## src/rtl/scl_gen_pkg.sv

```systemverilog
package scl_gen_pkg;

    typedef enum logic [2:0] {
        ST_IDLE    = 3'd0,
        ST_LOW     = 3'd1,
        ST_HIGH    = 3'd2,
        ST_STRETCH = 3'd3,
        ST_ERR     = 3'd4
    } scl_state_t;

endpackage

```

## src/rtl/scl_div_decode.sv

```systemverilog
module scl_div_decode #(
    parameter int REG_W = 8,
    parameter int DIV_W = 12,
    parameter int LO_W  = 7,
    parameter int CW    = DIV_W + 2
) (
    input  logic [REG_W-1:0] ctl,
    input  logic [REG_W-1:0] ext,
    output logic             cfg_ok,
    output logic [CW-1:0]    lo_len,
    output logic [CW-1:0]    hi_len
);
    localparam int HI_W = DIV_W - LO_W;

    logic [DIV_W-1:0] code;
    logic [CW-1:0]    code_x;
    logic             fast;
    logic             unused_ext;

    assign code       = {ext[HI_W-1:0], ctl[LO_W-1:0]};
    assign fast       = ctl[LO_W];
    assign code_x     = CW'(code);
    assign unused_ext = ^ext[REG_W-1:HI_W];

    // legal codes are 2 and above
    assign cfg_ok = (code > DIV_W'(1));

    // released phase is identical in both modes
    assign hi_len = code_x + CW'(2);

    // low phase: one extra clock in standard mode, twice the base in fast mode
    always_comb begin
        if (fast) lo_len = (code_x << 1) + CW'(4);
        else      lo_len = code_x + CW'(3);
    end

endmodule

```

## src/rtl/scl_phase_fsm.sv

```systemverilog
module scl_phase_fsm
    import scl_gen_pkg::*;
#(
    parameter int CW = 14
) (
    input  logic          clk,
    input  logic          rst_n,
    input  logic          run,
    input  logic          scl_in,
    input  logic          cfg_ok,
    input  logic [CW-1:0] cfg_lo,
    input  logic [CW-1:0] cfg_hi,
    output scl_state_t    st,
    output logic [CW-1:0] cnt,
    output logic [CW-1:0] lat_lo,
    output logic [CW-1:0] lat_hi,
    output logic          drive_low,
    output logic          stretch,
    output logic          cfg_err
);
    localparam logic [CW-1:0] ONE  = CW'(1);
    localparam logic [CW-1:0] ZERO = '0;

    scl_state_t    st_n;
    logic [CW-1:0] cnt_n;
    logic          load;
    logic          take;

    // next state and counter
    always_comb begin
        st_n  = st;
        cnt_n = cnt;
        load  = 1'b0;
        unique case (st)
            ST_IDLE: begin
                if (run) load = 1'b1;
            end
            ST_LOW: begin
                if (cnt == ZERO) begin
                    st_n  = ST_HIGH;
                    cnt_n = lat_hi - ONE;
                end else begin
                    cnt_n = cnt - ONE;
                end
            end
            ST_HIGH: begin
                if (!scl_in)            st_n  = ST_STRETCH;
                else if (cnt == ZERO)   load  = 1'b1;
                else                    cnt_n = cnt - ONE;
            end
            ST_STRETCH: begin
                if (scl_in) begin
                    if (cnt == ZERO) begin
                        load = 1'b1;
                    end else begin
                        cnt_n = cnt - ONE;
                        st_n  = ST_HIGH;
                    end
                end
            end
            ST_ERR: begin
                load = 1'b1;
            end
            default: st_n = ST_IDLE;
        endcase
        if (load) begin
            if (cfg_ok) begin
                st_n  = ST_LOW;
                cnt_n = cfg_lo - ONE;
            end else begin
                st_n  = ST_ERR;
            end
        end
        if (!run) st_n = ST_IDLE;
    end

    assign take = load && cfg_ok && run;

    // state register
    always_ff @(posedge clk or negedge rst_n) begin
        if (!rst_n) begin
            st     <= ST_IDLE;
            cnt    <= ZERO;
            lat_lo <= ZERO;
            lat_hi <= ZERO;
        end else begin
            st  <= st_n;
            cnt <= cnt_n;
            if (take) begin
                lat_lo <= cfg_lo;
                lat_hi <= cfg_hi;
            end
        end
    end

    // outputs decoded from the registered state
    always_comb begin
        drive_low = (st == ST_LOW);
        stretch   = (st == ST_STRETCH);
        cfg_err   = (st == ST_ERR);
    end

    // low phase keeps going until its count is spent
    assert_low_hold_R3: assert property (@(posedge clk) disable iff (!rst_n)
        (st == ST_LOW && cnt != ZERO && run) |=> (st == ST_LOW));

    // a slave hold freezes the released-phase count
    assert_stretch_pause_R6: assert property (@(posedge clk) disable iff (!rst_n)
        (st == ST_STRETCH && !scl_in && run) |=> (st == ST_STRETCH && $stable(cnt)));

    // a legal code leaves the parked state at once
    assert_err_exit_R5: assert property (@(posedge clk) disable iff (!rst_n)
        (st == ST_ERR && cfg_ok && run) |=> (st == ST_LOW));

    // latched lengths change only at a boundary
    assert_no_midphase_load_R7: assert property (@(posedge clk) disable iff (!rst_n)
        (st == ST_LOW) |=> ($stable(lat_lo) && $stable(lat_hi)));

    // dropping run releases the line on the next cycle
    assert_run_off_R9: assert property (@(posedge clk) disable iff (!rst_n)
        !run |=> !drive_low);

endmodule

```

## src/rtl/scl_tick_gen.sv

```systemverilog
module scl_tick_gen
    import scl_gen_pkg::*;
#(
    parameter int CW = 14
) (
    input  logic          clk,
    input  logic          rst_n,
    input  scl_state_t    st,
    input  logic          scl_in,
    input  logic [CW-1:0] cnt,
    input  logic [CW-1:0] lat_lo,
    input  logic [CW-1:0] lat_hi,
    output logic          tick_sda,
    output logic          tick_smp
);
    logic [CW-1:0] mid_lo;
    logic [CW-1:0] mid_hi;
    logic          hi_counting;

    assign mid_lo      = lat_lo >> 1;
    assign mid_hi      = lat_hi >> 1;
    assign hi_counting = (st == ST_HIGH || st == ST_STRETCH) && scl_in;

    always_comb begin
        tick_sda = (st == ST_LOW) && (cnt == mid_lo);
        tick_smp = hi_counting && (cnt == mid_hi);
    end

    // each strobe lasts a single cycle
    assert_tick_pulse_R8: assert property (@(posedge clk) disable iff (!rst_n)
        tick_sda |=> !tick_sda);

endmodule

```

## src/rtl/scl_clkgen.sv

```systemverilog
module scl_clkgen
    import scl_gen_pkg::*;
#(
    parameter int REG_W = 8,
    parameter int DIV_W = 12,
    parameter int LO_W  = 7
) (
    input  logic             clk,
    input  logic             rst_n,
    input  logic             run,
    input  logic [REG_W-1:0] ctl_reg,
    input  logic [REG_W-1:0] ext_reg,
    input  logic             scl_in,
    output logic             scl_drive_low,
    output logic             tick_sda,
    output logic             tick_smp,
    output logic             stretch,
    output logic             cfg_err
);
    localparam int CW = DIV_W + 2;

    logic          cfg_ok;
    logic [CW-1:0] cfg_lo;
    logic [CW-1:0] cfg_hi;
    scl_state_t    st;
    logic [CW-1:0] cnt;
    logic [CW-1:0] lat_lo;
    logic [CW-1:0] lat_hi;

    scl_div_decode #(
        .REG_W (REG_W),
        .DIV_W (DIV_W),
        .LO_W  (LO_W),
        .CW    (CW)
    ) u_dec (
        .ctl    (ctl_reg),
        .ext    (ext_reg),
        .cfg_ok (cfg_ok),
        .lo_len (cfg_lo),
        .hi_len (cfg_hi)
    );

    scl_phase_fsm #(.CW(CW)) u_fsm (
        .clk       (clk),
        .rst_n     (rst_n),
        .run       (run),
        .scl_in    (scl_in),
        .cfg_ok    (cfg_ok),
        .cfg_lo    (cfg_lo),
        .cfg_hi    (cfg_hi),
        .st        (st),
        .cnt       (cnt),
        .lat_lo    (lat_lo),
        .lat_hi    (lat_hi),
        .drive_low (scl_drive_low),
        .stretch   (stretch),
        .cfg_err   (cfg_err)
    );

    scl_tick_gen #(.CW(CW)) u_tick (
        .clk      (clk),
        .rst_n    (rst_n),
        .st       (st),
        .scl_in   (scl_in),
        .cnt      (cnt),
        .lat_lo   (lat_lo),
        .lat_hi   (lat_hi),
        .tick_sda (tick_sda),
        .tick_smp (tick_smp)
    );

endmodule

```

## config.mk

```make
export PLATFORM = sky130hd
export DESIGN_NAME = scl_clkgen
export DESIGN_NICKNAME = d
export VERILOG_FILES = /design/src/rtl/scl_gen_pkg.sv /design/src/rtl/scl_div_decode.sv /design/src/rtl/scl_phase_fsm.sv /design/src/rtl/scl_tick_gen.sv /design/src/rtl/scl_clkgen.sv
export SDC_FILE = /design/constraint.sdc
export NUM_CORES = 1
export LEC_CHECK = 0
export ABC_AREA = 1
export ABC_CLOCK_PERIOD_IN_PS = 2700
export BUFFER_PORTS_ARGS = -buffer_cell sky130_fd_sc_hd__buf_2
export CAP_MARGIN = 5
export CORE_UTILIZATION = 30
export CTS_BUF_LIST = sky130_fd_sc_hd__clkbuf_16
export CTS_CLUSTER_DIAMETER = 100
export DETAILED_ROUTE_END_ITERATION = 10
export HOLD_SLACK_MARGIN = 0.08
export SLEW_MARGIN = 20
export SYNTH_ARGS = -nofsm -noshare
export SYNTH_HDL_FRONTEND = slang
export SYNTH_HIERARCHICAL = 1
export SYNTH_SLANG_ARGS = --single-unit
```

## constraint.sdc

```tcl
create_clock -name clk -period 2.7 [get_ports clk]
set_clock_uncertainty 0.15 [all_clocks]
set_input_delay 0.135 -clock clk [delete_from_list [all_inputs] [get_ports clk]]
set_output_delay 0.135 -clock clk [all_outputs]
set_load 0.02 [all_outputs]
```

=== Word level (Yosys, flattened, before mapping) ===
Index checks and enable logic that the tools add are counted.

* Output and inout port bits: 5
* Bits in registers: 45
* Memory bits (read-only): 0
* Bits in latches: 0
* Logic and storage cells: 52
* Memories: 0
* RAM bits: 0

* $lt $le $gt $ge: 1
* Shift-type cells: 0
* Reductions and logical operators: 11
* Divide/modulo/power cells: 0
* Eq/ne operators: 11
* Multipliers: 0
* Bitwise gates (word level): 0
* Add/subtract/negate cells: 6
* Multiplexer cells: 19

{| class="wikitable"
|+ Operators by type and width
! operator !! number
|-
| 14-bit 2-to-1 mux || 6
|-
| 14-bit by 1-bit subtractor with 14-bit output (second input constant) || 3
|-
| 14-bit by 13-bit equality test with 1-bit output || 2
|-
| 14-bit one-hot mux with 2 select lines || 1
|-
| 12-bit by 2-bit adder with 13-bit output (second input constant) || 2
|-
| 3-bit 2-to-1 mux || 7
|-
| 13-bit by 3-bit adder with 14-bit output (second input constant) || 1
|-
| 14-bit logical NOT || 1
|-
| 12-bit by 1-bit > comparator with 1-bit output (second input constant) || 1
|-
| 4-bit by 3-bit != test with 1-bit output (second input constant) || 3
|-
| 3-bit one-hot mux with 4 select lines || 1
|-
| 3-bit by 2-bit equality test with 1-bit output (second input constant) || 2
|-
| 1-bit logical AND || 5
|-
| 5-bit AND reduction || 1
|-
| 4-bit by 2-bit != test with 1-bit output (second input constant) || 1
|-
| 2-bit OR reduction || 2
|-
| 3-bit by 1-bit equality test with 1-bit output (second input constant) || 1
|-
| 3-bit equality test (second input constant) || 1
|-
| 3-bit logical NOT || 1
|-
| 1-bit 2-to-1 mux || 3
|-
| 3-bit by 2-bit != test with 1-bit output (second input constant) || 1
|-
| 1-bit one-hot mux with 3 select lines || 1
|-
| 1-bit logical OR || 1
|}

=== Longest topological paths before layout ===
* Depth in word-level cells: 6
* Gate-level depth with buffers: 16
* Mapped depth without buffers: 16

=== By module ===
Netlist, hierarchy kept.

{| class="wikitable"
|+ By module, submodules not included
! module !! seq. area each (um^2) !! instances !! cells each !! area an instance (um^2)
|-
| scl_phase_fsm || 1,126.1 || 1 || 508 || 3,395.8
|-
| scl_div_decode || 0.0 || 1 || 135 || 710.7
|-
| scl_tick_gen || 0.0 || 1 || 129 || 520.5
|}

=== Worst setup path after synthesis ===
Ideal clock, no wire load.

* Kind: register to register
* Start point: register u_fsm.cnt[0]
* End point: register u_fsm.lat_hi[8]
* Required time: 2,428 ps
* Library setup time: 122 ps
* Arrival time: 1,858 ps
* Stages on the path, launching flop included: 15
* Path slack: 570 ps
* Buffers on the path: 1
* Path through: dfrtp_1 inv_1 ha_1 nand2_2 inv_4 nand2_4 nor2_8 nand2_2 nand2_4 nand2_4 clkinv_4 nand2_4 buf_6 nor2_4 a21oi_2

* Cells in the longest elaborated chain, start to end: 6

{| class="wikitable"
|+ Ends and longest elaborated chain
! what !! line !! source
|-
| from (decl) || scl_phase_fsm.sv:14 || <nowiki>output logic [CW-1:0] cnt,</nowiki>
|-
| from (signal assigned) || scl_phase_fsm.sv:88 || <nowiki>cnt <= cnt_n;</nowiki>
|-
| 14-bit logical NOT || scl_phase_fsm.sv:48, scl_phase_fsm.sv:53 ||
|-
| 1-bit 2-to-1 mux || scl_phase_fsm.sv:48, scl_phase_fsm.sv:53 ||
|-
| 1-bit 2-to-1 mux || scl_phase_fsm.sv:47 || <nowiki>if (!scl_in) st_n = ST_STRETCH;</nowiki>
|-
| 1-bit one-hot mux with 3 select lines || scl_phase_fsm.sv:34 || <nowiki>unique case (st)</nowiki>
|-
| 1-bit logical AND (2 in a row) || scl_phase_fsm.sv:77 || <nowiki>assign take = load && cfg_ok && run;</nowiki>
|-
| to (signal assigned) || scl_phase_fsm.sv:91 || <nowiki>lat_hi <= cfg_hi;</nowiki>
|-
| to (decl) || scl_phase_fsm.sv:16 || <nowiki>output logic [CW-1:0] lat_hi,</nowiki>
|}

Every way passes these cells.
A chain may end at the register's enable or synchronous reset.

=== Worst setup path in the final report ===
* Start point: register u_fsm.cnt[1]
* End point: register u_fsm.lat_hi[8]

The elaborated chain is that of the path after synthesis.

==> summary.md <==
| Metric | Value |
|---|---|
| Outcome | `complete, no violations` |
| Static Leak | `0.00273 uW` |
| 1st-pass router iterations | `6` |
| Final hold vios | `0` |
| Part of the power in registers | `~31%` |
| Total CTS buffers | `5` |
| Fmax | `between 0.4 and 0.5 GHz` |
| Port bufs | `21` |
| Final net count | `832` |
| Area delta synth->final | `13.1%` |
| Maxcap violations | `0` |
| Starting Density | `around 31%` |
| Drt drc | `0` |
| Relative slew slack | `between 60% and 70%` |
| Syn Inst Count | `a little under 800` |
| Mapped Avg Cell Area | `~6.0 sq um` |
| RePlAce Congestion | `0.888` |
| Worst Max-Slew Pin Slew | `around 0.55 ns` |
| Overflow after GRT | `0` |
| Fin cells | `around 1000` |
| PwrDens | `roughly 700 nW/um^2` |
| Internal Power | `around 1900 uW` |
| WL final | `around 14000 microns` |
| Min-Delay Path Class | `in -> reg` |
| Reg2reg path depth | `14` |
| Syn Nets | `between 700 and 800` |
| DRT iter0 DRCs | `354` |
| Fill cells | `approximately 1600` |
| Final setup fails | `0` |
| Peak supply drop | `0.258 mV` |
| Vias | `about 4800` |
| WL/cell | `approximately 14 microns` |
| Synth Cell Area | `4590 sq um` |
| Hold depth | `5` |
| GRT Util Overall | `18.0%` |
| Switch Pwr | `around 1700 uW` |
| Register clock-pin slew on the reported worst setup and hold paths | `0.07 ns` |
| Final min period | `around 2.5 ns` |
| Core Region | `14800 sq um` |
| Hpwl dp | `10700 microns` |
| CP Class | `reg -> reg` |
| CP arrival | `between 2 and 3 ns` |
| Setup crit start kind | `register` |
| DIE HEIGHT | `roughly 130 microns` |
| CTS Sinks | `44` |
| Sw frac | `between 40% and 50%` |
| Post-route clock period utilization | `between 90% and 100%` |
| Req. time, crit path | `~2.7 ns` |
| Worst skew pair latency | `between 0.2 and 0.3 ns` |
| Die area | `15800 sq um` |
| Largest net degree at the start of global routing | `34` |
| CP endpoint kind | `register` |
| Initial antenna violation count | `0` |
| Most common cell after layout, fill and taps aside | `nand2_1` |
| Layout cells sized above 1 | `~14%` |
| Root Buffer | `clkbuf_16` |
| Setup Buffers After CTS | `0` |
| Power Total | `3640 uW` |
| First-pass GRT wire length | `between 20000 and 25000 microns` |
| Antenna diodes | `0` |
| Final Core Density | `between 30% and 40%` |
| Synth warnings | `6` |
| Most frequent cells in the layout | `247 x nand2_1, 107 x inv_1, 87 x nor2_1` |
| Setup TNS | `0 ns` |
| # IOs | `25` |
| Slew Viols, Final | `0` |
| RSZ-0062 raised after global routing | `no` |
| Vias in the first global route | `between 4000 and 5000` |
| H-tree Lvls | `2` |
| Via/cell ratio | `between 4 and 5` |
| Comb pwr share | `around 48%` |
| ANT nets after route | `0` |
| Placed cells | `980` |
| Clk buf depth | `2` |
| Clock network fraction of total power | `20.5%` |
| Std cell rows | `44` |
| Critical Path Fanout Max | `20` |
| TritonCTS clock tree | `built` |
| Die W | `126 microns` |
what timing repair did:
action,CTS,global route
setup endpoints to repair,0,1
gates resized for setup,0,1
hold endpoints to repair,12,0
hold buffers,2,0
metal layers:
| layer | part of all wire [%] | GRT usage (%) | up-vias | wire, microns |
|---|---|---|---|---|
| li1 | - | - | 2469 | - |
| met1 | 49 | 25.9 | 2118 | 6730 |
| met2 | 43 | 28.1 | 144 | 5930 |
| met3 | 6.0 | 2.17 | 23 | 828 |
| met4 | 2.1 | 5.17 | 0 | 284 |
| met5 | 0 | 0 | - | 0 |
stage by stage:
stage | cell area (sq um) | hold slack (ns) | setup slack, ns
after floorplan | 4590 | -0.311 | 0.570
after CTS | 5190 | 0.107 | 0.242
after global routing | 5200 | 0.131 | 0.0778
final | 5200 | 0.102 | 0.222
after detailed placement | 5000 | -0.0806 | 0.0243
after global placement | 5000 | -0.0852 | 0.108
final timing paths:
path / from / to / slack (ns)
worst min register to register: u_fsm/lat_lo[12] / u_fsm/lat_lo[12] / 0.35
min in group asynchronous: rst_n / u_fsm/st[2] / 0.13
worst max register to register: u_fsm/cnt[1] / u_fsm/lat_hi[8] / 0.22
worst min-delay path: scl_in / u_fsm/st[0] / 0.10
max in group asynchronous: rst_n / u_fsm/cnt[8] / 1.54
worst max-delay path: u_fsm/cnt[1] / u_fsm/lat_hi[8] / 0.22
cell type report:
| cell class | instances | area (sq um) | share of cell area [%] |
|---|---|---|---|
| multi-input combinational | 588 | 2910 | 56.1 |
| tap | 184 | 230 | 4.43 |
| timing repair buffer | 48 | 325 | 6.26 |
| clock inverter | 3 | 50.0 | 0.963 |
| inverter | 118 | 450 | 8.67 |
| sequential | 44 | 1100 | 21.2 |
| clock buffer | 5 | 125 | 2.41 |
power by group through the flow:
stage	combinational [uW]	clock [uW]	sequential, uW
after floorplan	1250	0	1090
after global placement	1710	0	1140
after detailed placement	1720	0	1140
after CTS	1740	754	1130
after global routing	1990	788	1170
final	1750	746	1140
sequential cells by signal, summed over array words and instances, names as in the netlist:
name          count
u_fsm/st          3
u_fsm/cnt        14
u_fsm/lat_hi     14
u_fsm/lat_lo     13
critical path: stages, from the launching register on:
cell and delay (ns):
dfrtp_1 0.46, inv_1 0.14, ha_1 0.21, nand2_2 0.12
inv_4 0.11, nand2_4 0.07, nor2_8 0.19, nand2_2 0.09
nand2_4 0.10, nand2_4 0.09, clkinv_4 0.12, nand2_4 0.06
buf_4 0.24, nor2_4 0.14, a21oi_2 0.04
Note: power is estimated with default switching activity, not from simulation.
